$ cat src/rtl/chbuf_pkg.sv
package chbuf_pkg;

    localparam int WORD_W    = 32;
    localparam int KIND_W    = 4;
    localparam int COARSE_W  = 28;
    localparam int FINE_W    = 19;
    localparam int OVERLAP_W = 7;
    localparam int UPPER_W   = COARSE_W - OVERLAP_W;
    localparam int TIME_W    = UPPER_W + FINE_W;

    localparam logic [KIND_W-1:0] KIND_LEAD    = 4'h4;
    localparam logic [KIND_W-1:0] KIND_TRAIL   = 4'h5;
    localparam logic [KIND_W-1:0] KIND_COARSE  = 4'hA;
    localparam logic [KIND_W-1:0] KIND_TRAILER = 4'hB;

    typedef enum logic [1:0] {
        CLS_DROP   = 2'd0,
        CLS_COARSE = 2'd1,
        CLS_HIT    = 2'd2
    } word_class_e;

    typedef struct packed {
        logic              trailing;
        logic [TIME_W-1:0] abs_time;
    } entry_t;

    function automatic word_class_e classify(input logic [KIND_W-1:0] kind);
        word_class_e c;
        case (kind)
            KIND_COARSE:           c = CLS_COARSE;
            KIND_LEAD, KIND_TRAIL: c = CLS_HIT;
            default:               c = CLS_DROP;
        endcase
        return c;
    endfunction

    // Shared bits: coarse[6:5] late in its window while fine[18:17] already wrapped.
    function automatic logic [TIME_W-1:0] join_time(input logic [COARSE_W-1:0] coarse,
                                                    input logic [FINE_W-1:0]   fine);
        logic [UPPER_W-1:0] upper;
        logic               wrapped;
        wrapped = (fine[FINE_W-1 -: 2] == 2'b00) && (coarse[OVERLAP_W-1 -: 2] == 2'b11);
        upper   = coarse[COARSE_W-1:OVERLAP_W] + UPPER_W'(wrapped);
        return {upper, fine};
    endfunction

endpackage

$ cat src/rtl/chbuf_stamp_merge.sv
module chbuf_stamp_merge
    import chbuf_pkg::*;
(
    input  logic              clk,
    input  logic              rst,
    input  logic              in_valid,
    input  logic [WORD_W-1:0] in_word,
    output logic              hit_vld,
    output entry_t            hit_entry
);

    logic [COARSE_W-1:0] coarse_q;
    logic                seen_q;
    logic                hit_vld_q;
    entry_t              hit_q;
    word_class_e         cls;
    entry_t              fresh;

    assign cls            = classify(in_word[WORD_W-1 -: KIND_W]);
    assign fresh.trailing = (in_word[WORD_W-1 -: KIND_W] == KIND_TRAIL);
    assign fresh.abs_time = join_time(coarse_q, in_word[FINE_W-1:0]);

    always_ff @(posedge clk) begin
        if (rst) begin
            coarse_q  <= '0;
            seen_q    <= 1'b0;
            hit_vld_q <= 1'b0;
            hit_q     <= '0;
        end else begin
            hit_vld_q <= 1'b0;
            if (in_valid) begin
                case (cls)
                    CLS_COARSE: begin
                        coarse_q <= in_word[COARSE_W-1:0];
                        seen_q   <= 1'b1;
                    end
                    CLS_HIT: begin
                        if (seen_q) begin
                            hit_vld_q <= 1'b1;
                            hit_q     <= fresh;
                        end
                    end
                    default: ;
                endcase
            end
        end
    end

    assign hit_vld   = hit_vld_q;
    assign hit_entry = hit_q;

    // nothing leaves this stage until a timestamp has been taken
    a_r2_no_hit_before_stamp: assert property (@(posedge clk) disable iff (rst)
        !seen_q |=> !hit_vld_q);

    // a timestamp word lands in the coarse register
    a_r3_stamp_kept: assert property (@(posedge clk) disable iff (rst)
        (in_valid && in_word[WORD_W-1 -: KIND_W] == KIND_COARSE)
            |=> (coarse_q == $past(in_word[COARSE_W-1:0])) && !hit_vld_q);

    // trailer words never produce a hit
    a_r6_trailer_dropped: assert property (@(posedge clk) disable iff (rst)
        (in_valid && in_word[WORD_W-1 -: KIND_W] == KIND_TRAILER) |=> !hit_vld_q);

    // an idle input cycle produces nothing
    a_r11_idle: assert property (@(posedge clk) disable iff (rst)
        !in_valid |=> !hit_vld_q);

endmodule

$ cat src/rtl/chbuf_fifo.sv
module chbuf_fifo
    import chbuf_pkg::*;
#(
    parameter int DEPTH = 16
) (
    input  logic   clk,
    input  logic   rst,
    input  logic   wr_en,
    input  entry_t wr_data,
    input  logic   rd_en,
    output entry_t rd_data,
    output logic   empty,
    output logic   ready,
    output logic   overflow
);

    localparam int             AW       = (DEPTH > 1) ? $clog2(DEPTH) : 1;
    localparam logic [AW:0]    FULL_CNT = (AW+1)'(DEPTH);
    localparam logic [AW-1:0]  LAST_IDX = AW'(DEPTH - 1);

    entry_t          mem [DEPTH];
    logic [AW-1:0]   wr_ptr_q, rd_ptr_q;
    logic [AW:0]     count_q;
    logic            overflow_q;
    logic            full;
    logic            do_rd, do_wr;

    assign full  = (count_q == FULL_CNT);
    assign do_rd = rd_en && (count_q != '0);
    assign do_wr = wr_en && (!full || do_rd);

    always_ff @(posedge clk) begin
        if (do_wr) mem[wr_ptr_q] <= wr_data;
    end

    always_ff @(posedge clk) begin
        if (rst) begin
            wr_ptr_q   <= '0;
            rd_ptr_q   <= '0;
            count_q    <= '0;
            overflow_q <= 1'b0;
        end else begin
            if (do_wr) wr_ptr_q <= (wr_ptr_q == LAST_IDX) ? '0 : wr_ptr_q + 1'b1;
            if (do_rd) rd_ptr_q <= (rd_ptr_q == LAST_IDX) ? '0 : rd_ptr_q + 1'b1;
            case ({do_wr, do_rd})
                2'b10:   count_q <= count_q + 1'b1;
                2'b01:   count_q <= count_q - 1'b1;
                default: ;
            endcase
            if (wr_en && !do_wr) overflow_q <= 1'b1;
        end
    end

    assign rd_data  = mem[rd_ptr_q];
    assign empty    = (count_q == '0);
    assign ready    = !full;
    assign overflow = overflow_q;

    // occupancy never exceeds the depth
    a_r7_count_bound: assert property (@(posedge clk) disable iff (rst)
        count_q <= FULL_CNT);

    // the loss flag is sticky
    a_r8_overflow_sticky: assert property (@(posedge clk) disable iff (rst)
        overflow_q |=> overflow_q);

    // a write into a full queue without a pop is lost
    a_r8_full_drop: assert property (@(posedge clk) disable iff (rst)
        (wr_en && full && !rd_en) |=> (count_q == FULL_CNT) && overflow_q);

    // write plus pop at full keeps the queue full and the flag unchanged
    a_r9_push_pop_full: assert property (@(posedge clk) disable iff (rst)
        (wr_en && rd_en && full) |=> (count_q == FULL_CNT) && $stable(overflow_q));

    // a pop on an empty queue changes nothing
    a_r10_empty_pop: assert property (@(posedge clk) disable iff (rst)
        (empty && rd_en && !wr_en) |=> empty);

endmodule

$ cat src/rtl/chbuf_channel.sv
module chbuf_channel
    import chbuf_pkg::*;
#(
    parameter int DEPTH = 16
) (
    input  logic              clk,
    input  logic              rst,
    input  logic              in_valid,
    input  logic [WORD_W-1:0] in_word,
    input  logic              pop,
    output logic [TIME_W-1:0] out_time,
    output logic              out_trailing,
    output logic              empty,
    output logic              ready,
    output logic              overflow
);

    logic   hit_vld;
    entry_t hit_entry;
    entry_t head;

    chbuf_stamp_merge i_merge (
        .clk       (clk),
        .rst       (rst),
        .in_valid  (in_valid),
        .in_word   (in_word),
        .hit_vld   (hit_vld),
        .hit_entry (hit_entry)
    );

    chbuf_fifo #(.DEPTH(DEPTH)) i_queue (
        .clk      (clk),
        .rst      (rst),
        .wr_en    (hit_vld),
        .wr_data  (hit_entry),
        .rd_en    (pop),
        .rd_data  (head),
        .empty    (empty),
        .ready    (ready),
        .overflow (overflow)
    );

    assign out_time     = head.abs_time;
    assign out_trailing = head.trailing;

    // queue starts clean after reset
    a_r1_clean_start: assert property (@(posedge clk)
        $past(rst) |-> empty && ready && !overflow);

endmodule

$ cat config.mk
export PLATFORM = sky130hd
export DESIGN_NAME = chbuf_channel
export DESIGN_NICKNAME = d
export VERILOG_FILES = /design/src/rtl/chbuf_pkg.sv /design/src/rtl/chbuf_stamp_merge.sv /design/src/rtl/chbuf_fifo.sv /design/src/rtl/chbuf_channel.sv
export SDC_FILE = /design/constraint.sdc
export NUM_CORES = 1
export LEC_CHECK = 0
export BUFFER_PORTS_ARGS = -buffer_cell sky130_fd_sc_hd__buf_2
export CORE_MARGIN = 2
export CORE_UTILIZATION = 28
export CTS_BUF_LIST = sky130_fd_sc_hd__clkbuf_2
export DETAILED_ROUTE_END_ITERATION = 10
export GPL_ROUTABILITY_DRIVEN = 0
export PLACE_DENSITY = 0.4
export SLEW_MARGIN = 20
export SYNTH_ARGS = -nofsm -noshare
export SYNTH_HDL_FRONTEND = slang
export SYNTH_SLANG_ARGS = --single-unit
$ cat constraint.sdc
create_clock -name clk -period 11.7 [get_ports clk]
set_input_delay 1.17 -clock clk [delete_from_list [all_inputs] [get_ports clk]]
set_output_delay 1.17 -clock clk [all_outputs]
set_load 0.02 [all_outputs]
-- After elaboration in Yosys (flattened, before gate mapping)
Memories as Yosys holds them, arrays and structs flattened. A register that Yosys moved wholly into a read port is not among the register bits.
Cells that the tools add are included.
- add/sub/neg operators: 5
- equal/unequal tests: 11
- reductions and logical operators: 15
- multiplexer cells: 9
- bitwise operators: 2
- operator list (cell ; count):
    $add A21 B1 Y21 ; 1
    $mux W4 ; 4
    $eq A4 B4 Y1 const B ; 3
    $pmux W5 S2 ; 1
    $add A4 B1 Y4 const B ; 2
    $eq A4 B3 Y1 const B ; 2
    $eq A2 B2 Y1 const B ; 3
    $add A5 B1 Y5 const B ; 1
    $eq A5 B5 Y1 const B ; 1
    $logic_not A5 Y1 ; 1
    $reduce_bool A5 Y1 ; 1
    $sub A5 B1 Y5 const B ; 1
    $eq A2 B1 Y1 const B ; 2
    $logic_and A1 B1 Y1 ; 4
    $pmux W2 S2 ; 1
    $mux W1 ; 3
    $reduce_and A3 Y1 ; 1
    $reduce_or A3 Y1 ; 1
    $logic_not A1 Y1 ; 2
    $logic_not A2 Y1 ; 1
    $not A1 Y1 ; 2
    $reduce_and A2 Y1 ; 1
    $reduce_bool A2 Y1 ; 1
    $reduce_or A2 Y1 ; 1
    $logic_or A1 B1 Y1 ; 1
- bits in writable memories: 656
- memories kept: 1
- register bits after elaboration: 85
- output and inout port bits: 44
- memory list (memory ; depth ; width ; read ports ; clocked after Yosys merged registers in ; wr ports ; RTL line ; RTL):
    i_queue.mem ; 16 ; 41 ; 1 ; 1 ; 1 ; chbuf_fifo.sv:21 ; entry_t mem [DEPTH];

-- Longest topological paths before layout
Gate-level depths: netlist of the first run.
- depth in word-level cells: 6
- mapped depth: 9
- depth with buffers taken out: 8

-- Modules after synthesis
Synthesis of the first run repeated with hierarchy kept, for this count alone.
- cell total of the unflattened synthesis: 1469
- area total of the unflattened synthesis: 28302.1 µm²
- by module, submodules not included (module ; times used ; cells an instance ; area an instance (µm²)):
    chbuf_fifo ; 1 ; 1134 ; 25553.3
    chbuf_stamp_merge ; 1 ; 335 ; 2748.9

-- Least setup slack after synthesis of the first run
OpenSTA, ideal clock, no wires.
- path kind: input-to-reg
- start: input port pop
- end: memory i_queue.mem[0][0] in the netlist's numbering, enable pin
- path buffers: 1
- arrival time: 4357 ps
- required time: 11210 ps
- setup time: 490 ps
- path slack: 6853 ps
- stages on the path: 4
- path through: o31a_1 > buf_2 > nand2_1 > nor3_1
- longest elaborated chain between the ends: 5
- RTL lines (what ; RTL line ; RTL):
    start: declaration ; chbuf_channel.sv:10 ; input logic pop,
    $logic_and A1 B1 Y1 ; chbuf_fifo.sv:29 ; assign do_rd = rd_en && (count_q != '0);
    $logic_or A1 B1 Y1 ; chbuf_fifo.sv:30 ; assign do_wr = wr_en && (!full || do_rd);
    $logic_and A1 B1 Y1 ; chbuf_fifo.sv:30 ;
    $mux W1 ; chbuf_fifo.sv:33 ; if (do_wr) mem[wr_ptr_q] <= wr_data;
    $mux W1 (implied by the code) ; chbuf_fifo.sv:33 ;
    end: declaration ; chbuf_fifo.sv:21 ;
No other way between the ends.

==> results of run 1 <==
-- Yosys cell counts (all sizes together), types with 2 or more instances --
master	number
or3	3
nand4	5
xnor2	9
a41oi	2
ha	10
nand2	115
and4	5
a211oi	14
or4	3
nand3	9
o221a	2
nand2b	6
a311oi	5
o21ai	6
a31oi	3
a21oi	51
mux2	3
mux4	205
xor2	4
edfxtp	656
nor3	8
clkbuf	47
nor4	7
buf	27
mux2i	7
nor2	51
dfxtp	84
inv	12
-- power by group through the flow --
stage / combinational, W / sequential [W] / clock, W
final: 0.000426 / 0.00288 / 0.00178
after detailed placement: 0.000433 / 0.00294 / 0
after global routing: 0.000467 / 0.00289 / 0.00200
after CTS: 0.000442 / 0.00288 / 0.00188
after global placement: 0.000431 / 0.00294 / 0
after floorplan: 0.000375 / 0.00290 / 0
-- registers in the layout, summed over array words and instances, names as in the netlist, named ones only --
| name | cells |
|---|---|
| i_merge.seen_q | 1 |
| i_merge.coarse_q | 23 |
| i_merge.hit_entry | 41 |
| i_queue.wr_ptr_q | 4 |
| i_queue.count_q | 5 |
| i_queue.overflow | 1 |
| i_queue.mem | 656 |
| i_merge.hit_vld | 1 |
| i_queue.rd_ptr_q | 4 |
-- worst min path at each step --
stage,slack [ns],start,to
floorplan,0.44,i_merge.coarse_q[27],i_merge.coarse_q[27]
CTS,0.13,in_word[29],i_merge.coarse_q[26]
global route,0.23,in_word[29],i_merge.coarse_q[21]
global placement,0.45,i_merge.coarse_q[6],i_merge.coarse_q[6]
finish,0.35,rst,i_merge.seen_q
detailed placement,0.45,i_merge.coarse_q[27],i_merge.coarse_q[27]
-- logic make-up after synthesis --
kind of cell / after synthesis
AOI/OAI and AO/OA: 91
xor gates and xnor gates: 13
adders and majority gates: 11
buffers and inverters: 86
DFF: 740
muxes: 215
and+or+nand+nor: 214
-- final cells by class --
class | count | area share [%]
Timing Repair Buffer | 135 | 2.80
Clock buffer | 309 | 4.78
Tap cell | 1298 | 5.02
Inverter | 12 | 0.139
Sequential cell | 740 | 66.1
Antenna cell | 1 | 0.00773
Multi-Input combinational cell | 544 | 20.4
Clock inverter | 40 | 0.742
-- stage by stage --
stage               power, W  setup slack, ns  hold slack (ns)
floorplan            0.00328             6.85            0.436
global placement     0.00337             7.27            0.446
detailed placement   0.00338             7.28            0.453
CTS                  0.00520             5.61            0.132
global route         0.00536             5.63            0.231
finish               0.00509             5.93            0.355
-- layer usage --
metal / part of all wire, % / GRT usage, % / up-vias
li1: - / - / 6257
met1: 46 / 20.1 / 7765
met2: 47 / 22.8 / 350
met3: 4.7 / 3.25 / 121
met4: 1.9 / 5.19 / 0
met5: 0 / 0 / -
-- critical path, cell delays in order (launching register included) --
cell and delay, ns:
dfxtp_4 1.07, buf_4 0.84, mux4_2 0.42, mux4_2 0.58, buf_2 0.20
==> reports/metrics.csv, run 1 <==
stage,metric,value,unit
outcome,status,"finished, final reports clean",
grt,grtUsageTotal,14.6,%
synth,synthTopCellsByArea,"edfxtp_1, mux4_2, dfxtp_1",
finish,final_cell_count_no_fill,3079,
drt,first_pass_iters,5,
finish,area_delta_synth_final,14.7,%
synth,ys_ff_latch,740,
drt,detail_route.wl_per_cell,24.1,um
cts,cts_num_sinks,740,
synth,ys_seq_area_share,75.8,%
sta,setup_viol,0,
synth,synth_top_family_by_area,multiplexers,
power_and_ir_drop,pwr-share-clk,35.1,%
finish,seqCellArea,21400,um^2
finish,fin_area,32400,um^2
drt,remaining_drc_errors,0,
drt,drt_iter0_drc,949,
place,place_inst,2699,
sta,finalCritPeriodShare,49.3,%
floorplan,coreArea,100000,um^2
critical_path,cp-start-kind,flop,
drt,wl,74300,um
finish,final_common_cell,edfxtp_1,
critical_path,end_kind,output port,
synth,synth_compound_area_share,2.02,%
synth,avgSynthCellArea,20.6,um^2
power_and_ir_drop,power.density,157,nW/um^2
sta,finalHoldViolations,0,
power_and_ir_drop,seqPwrFrac,56.6,%
drt,vias_per_cell,4.71,
grt,grt-ovfl-total,0,
cts,path_clk_slew,0.11,ns
critical_path,crit_arrival,4.60,ns
synth,yosysWarnings,0,
sta,max_freq,173,MHz
floorplan,die-area,103000,um^2
grt,grt_pass1_wl,107000,um
synth,synth-async-reset-ratio,0,%
cts,cts_buffer_depth,3,
synth,synth_xor_area_share,0.403,%
drt,ant_nets,0,
critical_path,endpoint,out_time[0],
cts,clockRootBuffer,clkbuf_2,
power_and_ir_drop,ir_worst_vdd,0.110,mV
synth,synth_fa_ha_area_share,0.514,%
cts,cts_tree,built,
critical_path,worstSetupPathType,flop to output port,
sta,worstMarginPinSlew,1.10,ns
sta,period_minus_slack,5.77,ns
place,io_buffers,79,
grt,grt_max_degree,93,
critical_path,cp_max_fo,60,
cts,hold_buffers,30,
cts,cts_buffers,194,
synth,synthesis.nets,1417,
synth,synthSimpleGateAreaFrac,3.35,%
critical_path,r2r_start,i_queue.count_q[0],
sta,rsz0062_at_grt,no,
floorplan,start_util,28.2,%
power_and_ir_drop,p_leak,11.6,nW
finish,layout.nets,1674,
synth,synthCells,1370,
synth,ys_types,44,
power_and_ir_drop,combPwrFrac,8.4,%
power_and_ir_drop,switching_share,25.3,%
cts,cts-htree-levels,4,
floorplan,io_pins,80,
sta,relSlewSlack,26.8,%
critical_path,cp.required,10.53,ns
finish,final_util,32.4,%
critical_path,reg2reg_to,i_queue.mem[14][18],
synth,synthMuxAreaShare,16.7,%
synth,synth_edf_count,656,
cts,insertion_delay,1.41,ns
sta,setup-tns-final,0,ns
job,max_cap_violations,0,
floorplan,num_rows,116,
place,dp.final_hpwl,36600,um
power_and_ir_drop,intPower,0.00380,W
grt,antenna_found_initial,2,
finish,multi_input_area,6610,um^2
floorplan,die_y,321,um
drt,num_vias,14500,
grt,grt_pass1_vias,15600,
cts,post_cts_buffers,0,
place,postPlaceCellArea,30300,um^2
finish,drive_above_1_share,37.6,%
synth,syn-cell-area,28200,um^2
synth,yosys.area.top_type_share,69.8,%
synth,ys.flop_type,edfxtp_1,
min_path,hold_path.class,primary input to flop,
critical_path,worstRegToRegCells,5,
sta,fin_skew,0.0962,ns
finish,layout_common_cells,"edfxtp_1, clkbuf_2, mux4_2",
floorplan,die_w,321,um
sta,slew_violations,0,
cts,ctsResizeCount,0,
finish,fillers,9659,
min_path,worstHoldPathCells,2,
critical_path,r2r_slack,8.36,ns
power_and_ir_drop,switchingPower,0.00129,W
synth,synth.largest_area_cell,edfxtp_1,
Note: power is estimated with default switching activity, not from simulation.
==> inputs of run 2 (changes only) <==
clock period = 5.9 ns   (was 11.7 ns; I/O delays follow)
==> run 2 against run 1 <==
Non-clock buffer count up 72. Register-to-register slack worse by 5.6 ns. Critical path depth unchanged. Setup slack worse by 4.8 ns. Combinational power up 110%. Die area unchanged. Cell area up 2.6%.
==> reports/metrics.csv, run 2 (synthesized netlist as in run 1, its figures left out) <==
stage,metric,value,unit,change
power_and_ir_drop,power.density,310,nW/um^2,+97%
drt,detail_route.wl_per_cell,24.1,um,about the same
finish,final_common_cell,edfxtp_1,,
power_and_ir_drop,pwr-share-clk,35.8,%,+0.7 points
cts,cts-htree-levels,4,,unchanged
grt,grtUsageTotal,14.9,%,+0.31 points
grt,antenna_found_initial,2,,unchanged
critical_path,crit_top_cell,mux4_2,,
drt,num_vias,14800,,+2.4%
drt,wl,76000,um,+2.3%
finish,drive_above_1_share,35.3,%,-2.3 points
floorplan,num_rows,116,,unchanged
place,dp.final_hpwl,37400,um,+2.0%
drt,remaining_drc_errors,0,,unchanged
sta,relSlewSlack,23.5,%,-3.4 points
critical_path,crit_chain,buf_4 -> mux4_2 -> mux4_2 -> buf_2,,
floorplan,start_util,28.2,%,unchanged
finish,area_delta_synth_final,17.6,%,
power_and_ir_drop,p_leak,11.9,nW,+2.8%
power_and_ir_drop,combPwrFrac,8.7,%,+0.3 points
critical_path,crit_arrival,4.16,ns,-0.44 ns
cts,post_cts_buffers,0,,unchanged
critical_path,end_kind,output port,,
sta,fin_skew,0.0941,ns,-0.00214 ns
finish,layout.nets,1745,,+4.2%
drt,drt_iter0_drc,919,,-3.2%
sta,setup-tns-final,0,ns,unchanged
job,max_cap_violations,0,,unchanged
finish,final_util,33.2,%,+0.84 points
critical_path,crit_path_max_incr_delay,0.95,ns,-0.12 ns
sta,slew_violations,0,,unchanged
grt,grt_pass1_wl,110000,um,+2.6%
sta,period_minus_slack,4.75,ns,
critical_path,crit_buf_inv,2,,unchanged
sta,finalHoldViolations,0,,unchanged
critical_path,cp_top_family,multiplexers,,
critical_path,cp.required,5.31,ns,-5.22 ns
sta,rsz0062_at_grt,no,,
floorplan,coreArea,100000,um^2,unchanged
drt,vias_per_cell,4.70,,about the same
cts,cts_num_sinks,740,,unchanged
outcome,status,"finished, final reports clean",,
grt,grt_pass1_vias,16100,,+3.5%
power_and_ir_drop,ir_worst_vdd,0.220,mV,+100%
cts,hold_buffers,97,,+220%
drt,first_pass_iters,4,,-1
sta,setup_viol,0,,unchanged
sta,finalCritPeriodShare,80.6,%,
critical_path,worstSetupPathType,flop to output port,,
floorplan,die-area,103000,um^2,unchanged
critical_path,worst_path_max_delay_cell,dfxtp_4,,
min_path,hold_path.class,primary input to flop,,
grt,grt_max_degree,95,,+2.2%
cts,cts_buffer_depth,3,,unchanged
cts,cts_buffers,193,,-0.52%
floorplan,die_y,321,um,unchanged
cts,ctsResizeCount,0,,unchanged
sta,worstMarginPinSlew,1.15,ns,+0.0477 ns
power_and_ir_drop,seqPwrFrac,55.5,%,-1.1 points
grt,grt-ovfl-total,0,,unchanged
place,io_buffers,79,,unchanged
cts,path_clk_slew,0.11,ns,about the same
finish,largest_register_ffs,656,,unchanged
floorplan,io_pins,80,,unchanged
cts,cts_tree,built,,
floorplan,die_w,321,um,unchanged
power_and_ir_drop,switching_share,25.2,%,-0.11 points
finish,regMostFlops,i_queue.mem,,
cts,insertion_delay,1.36,ns,-0.05 ns
power_and_ir_drop,intPower,0.00771,W,+100%
sta,max_freq,210,MHz,
finish,layout_common_cells,"edfxtp_1, clkbuf_2, mux4_2",,
critical_path,cp_max_fo,39,,-35%
drt,ant_nets,0,,unchanged
power_and_ir_drop,switchingPower,0.00259,W,+100%
critical_path,cp-start-kind,flop,,
cts,clockRootBuffer,clkbuf_2,,
==> run 2: cell count changes in the layout (fill, tap and decap cells not counted), sizes merged, moves of 5 or more <==
cell,before,now
bufinv,2,7
dlygate4sd3,30,97
buf,105,110
clkinv,28,52
clkinvlp,7,2
clkbuf,309,284
==> run 2: worst paths after layout <==
kind | startpoint | to | slack (ns) | cells after the start
worst min-delay path | pop | flop | 0.27 | 5
worst max register to register | i_queue.count_q[0] | i_queue.mem[0][25] | 2.78 | 5
worst min register to register | i_merge.coarse_q[25] | i_merge.coarse_q[25] | 0.49 | 2
worst max-delay path | flop | out_time[12] | 1.15 | 4
==> run 2: final cells by class <==
cell class                      count  area, um^2
Antenna cell                        3        7.51
Clock buffer                      284        1420
Clock inverter                     66         458
Fill cell                        9631       66800
Inverter                           12        45.0
Multi-Input combinational cell    544        6610
Sequential cell                   740       21400
Tap cell                         1298        1620
Timing Repair Buffer              207        1640
==> run 2: stage by stage <==
step / total power, W / setup WS, ns / instances / hold slack [ns] / instance area (um^2)
2_1_floorplan: 0.00650 / 1.46 / 1370 / 0.436 / 28200
3_3_place_gp: 0.00672 / 2.41 / 2704 / 0.445 / 30300
3_5_place_dp: 0.00673 / 2.42 / 2704 / 0.455 / 30300
4_1_cts: 0.0105 / 0.778 / 3151 / 0.0179 / 33200
5_1_grt: 0.0109 / 0.686 / 3153 / 0.0969 / 33200
6_report: 0.0103 / 1.15 / 3154 / 0.273 / 33200
==> run 2: routing by layer <==
layer / GRT usage [%] / part of all wire (%) / up-vias
met5: 0 / 0 / -
met4: 4.66 / 1.7 / 0
met3: 3.50 / 4.6 / 105
met2: 24.7 / 50 / 395
met1: 19.4 / 44 / 7919
li1: - / - / 6419
==> run 2: power by group through the flow <==
stage	clock network (W)	logic [W]	registers, W
4_1_cts	0.00388	0.000923	0.00572
2_1_floorplan	0	0.000744	0.00575
5_1_grt	0.00415	0.000972	0.00573
3_5_place_dp	0	0.000883	0.00584
6_report	0.00369	0.000893	0.00572
3_3_place_gp	0	0.000879	0.00584
==> run 2: tightest hold or removal path: stages <==
cell and delay (ns):
dlygate4sd3_1 0.53, buf_2 0.16, o211ai_1 0.10, xor2_1 0.07, nor2_1 0.13
==> inputs of run 3 (changes only) <==
clock period = 4.9 ns   (was 5.9 ns; I/O delays follow)
==> run 3 against run 2 <==
Sequential power up 19%. Count of clock-buffer cells in the layout up 15. Sequential share of layout area is 0.44 points lower. Cell area up 0.68%. Setup slack lost 0.51 ns. Combinational power rose by 28%. Highest routed layer is now met5. Non-clock buffer count grew 22. Critical endpoint is now out_time[7].
==> reports/metrics.csv, run 3 (synthesized netlist as in run 1, its figures left out) <==
stage,metric,value,unit,change
outcome,status,"finished, final reports clean",,
cts,path_clk_slew,0.10,ns,about the same
power_and_ir_drop,switchingPower,0.00313,W,+21%
power_and_ir_drop,p_leak,12.0,nW,+0.71%
critical_path,end_kind,output port,,
floorplan,coreArea,100000,um^2,unchanged
critical_path,cp-start-kind,flop,,
sta,worstMarginPinSlew,1.07,ns,-0.0751 ns
power_and_ir_drop,combPwrFrac,9.2,%,+0.5 points
cts,cts_buffers,194,,+0.52%
finish,fillers,9598,,-0.34%
sta,max_freq,235,MHz,
floorplan,io_pins,80,,unchanged
power_and_ir_drop,power.density,369,nW/um^2,+19%
power_and_ir_drop,seqPwrFrac,55.3,%,-0.2 points
power_and_ir_drop,power.total,0.0123,W,+20%
sta,relSlewSlack,28.7,%,+5.2 points
drt,vias_per_cell,4.65,,-1.1%
grt,grt_pass1_vias,15800,,-1.6%
critical_path,cp.required,4.41,ns,-0.90 ns
finish,regMostFlops,i_queue.mem,,
grt,grt_max_degree,58,,-39%
finish,drive_above_1_share,35.6,%,+0.35 points
critical_path,crit_buf_inv,2,,unchanged
drt,wl,75200,um,-1.0%
finish,area_delta_synth_final,18.4,%,
drt,drt_iter0_drc,911,,-0.87%
place,dp.final_hpwl,38800,um,+3.9%
finish,final_common_cell,edfxtp_1,,
sta,rsz0062_at_grt,no,,
cts,clockRootBuffer,clkbuf_2,,
floorplan,start_util,28.2,%,unchanged
min_path,hold_path.class,primary input to flop,,
power_and_ir_drop,ir_worst_vdd,0.200,mV,-8.8%
cts,cts_tree,built,,
sta,period_minus_slack,4.26,ns,
sta,slew_violations,0,,unchanged
critical_path,crit_chain,buf_4 -> mux4_2 -> mux4_2 -> buf_2,,
cts,cts_buffer_depth,3,,unchanged
critical_path,crit_top_cell,mux4_2,,
critical_path,r2r_start,i_queue.count_q[0],,
floorplan,die_y,321,um,unchanged
grt,grt-ovfl-total,0,,unchanged
floorplan,die_w,321,um,unchanged
power_and_ir_drop,intPower,0.00919,W,+19%
drt,first_pass_iters,6,,+2
critical_path,worstSetupPathType,flop to output port,,
drt,ant_nets,0,,unchanged
cts,cts_num_sinks,740,,unchanged
finish,layout.nets,1768,,+1.3%
critical_path,crit_path_max_incr_delay,0.73,ns,-0.22 ns
cts,ctsResizeCount,0,,unchanged
finish,layout_common_cells,"edfxtp_1, clkbuf_2, mux4_2",,
grt,grt_pass1_wl,109000,um,-1.0%
sta,finalHoldViolations,0,,unchanged
sta,setup_viol,0,,unchanged
sta,fin_skew,0.158,ns,+0.0634 ns
critical_path,cp_top_family,multiplexers,,
place,io_buffers,79,,unchanged
critical_path,crit_arrival,3.77,ns,-0.39 ns
power_and_ir_drop,pwr-share-clk,35.4,%,-0.4 points
min_path,hold_path.startpoint,pop,,
grt,grtUsageTotal,14.8,%,-0.11 points
power_and_ir_drop,switching_share,25.4,%,+0.23 points
grt,antenna_found_initial,6,,+4
sta,setup-tns-final,0,ns,unchanged
cts,cts-htree-levels,4,,unchanged
drt,detail_route.wl_per_cell,23.7,um,-1.7%
job,max_cap_violations,0,,unchanged
sta,finalCritPeriodShare,87.0,%,
cts,insertion_delay,1.44,ns,+0.08 ns
floorplan,die-area,103000,um^2,unchanged
critical_path,cp_max_fo,32,,-18%
finish,largest_register_ffs,656,,unchanged
drt,remaining_drc_errors,0,,unchanged
critical_path,worst_path_max_delay_cell,dfxtp_4,,
drt,num_vias,14800,,-0.40%
floorplan,num_rows,116,,unchanged
[run 3: cell type report]
| type | count | area (um^2) | area share [%] |
|---|---|---|---|
| inverter | 12 | 45.0 | 0.135 |
| sequential | 740 | 21400 | 64.0 |
| clock buffer | 299 | 1500 | 4.48 |
| timing repair buffer | 229 | 1930 | 5.79 |
| antenna | 3 | 7.51 | 0.0225 |
| tap | 1298 | 1620 | 4.86 |
| clock inverter | 50 | 320 | 0.958 |
| multi-input combinational | 544 | 6610 | 19.8 |
[run 3: what timing repair did]
| item | in CTS | in global routing |
|---|---|---|
| endpoints found under the hold margin | 84 | 0 |
| buffers inserted | 0 | 0 |
| hold buffers | 115 | 0 |
[run 3: power groups by stage]
stage	clock (W)	sequential [W]	combinational (W)
after floorplan	0	0.00693	0.000896
after detailed placement	0	0.00697	0.00112
final	0.00436	0.00682	0.00114
after global routing	0.00491	0.00683	0.00125
after CTS	0.00459	0.00682	0.00117
after global placement	0	0.00696	0.00112
[run 3: through the flow]
step | hold slack (ns) | std cells | cell area (um^2) | util (%) | setup WS [ns]
6_report | 0.218 | 3175 | 33400 | 33.4 | 0.636
5_1_grt | 0.158 | 3174 | 33400 | 33.4 | 0.320
4_1_cts | 0.00445 | 3172 | 33400 | 33.4 | 0.356
3_5_place_dp | 0.454 | 2708 | 30400 | 30.4 | 1.91
3_3_place_gp | 0.448 | 2708 | 30400 | 30.4 | 1.97
2_1_floorplan | 0.436 | 1370 | 28200 | - | 0.464
[run 3: worst min-delay path, cell delays in order]
cell           delay, ns
dlygate4sd3_1       0.51
buf_2               0.15
o31a_1              0.31
a311oi_1            0.14
[run 3: per-layer routing]
| layer | part of all wire, % | global-route usage, % | routed length (um) | vias up |
|---|---|---|---|---|
| met5 | 0.017 | 0 | 13 | - |
| met4 | 1.7 | 4.64 | 1260 | 2 |
| met3 | 4.6 | 3.35 | 3460 | 111 |
| met2 | 48 | 23.5 | 36100 | 380 |
| met1 | 46 | 20.2 | 34400 | 7835 |
| li1 | - | - | - | 6451 |
[run 3: final timing paths]
path / to / slack, ns / depth (start not counted)
setup / recovery: out_time[7] / 0.64 / 4
setup reg to reg: i_queue.mem[12][28] / 1.87 / 5
hold reg to reg: i_merge.coarse_q[7] / 0.48 / 2
hold / removal: i_queue.wr_ptr_q[3] / 0.22 / 4
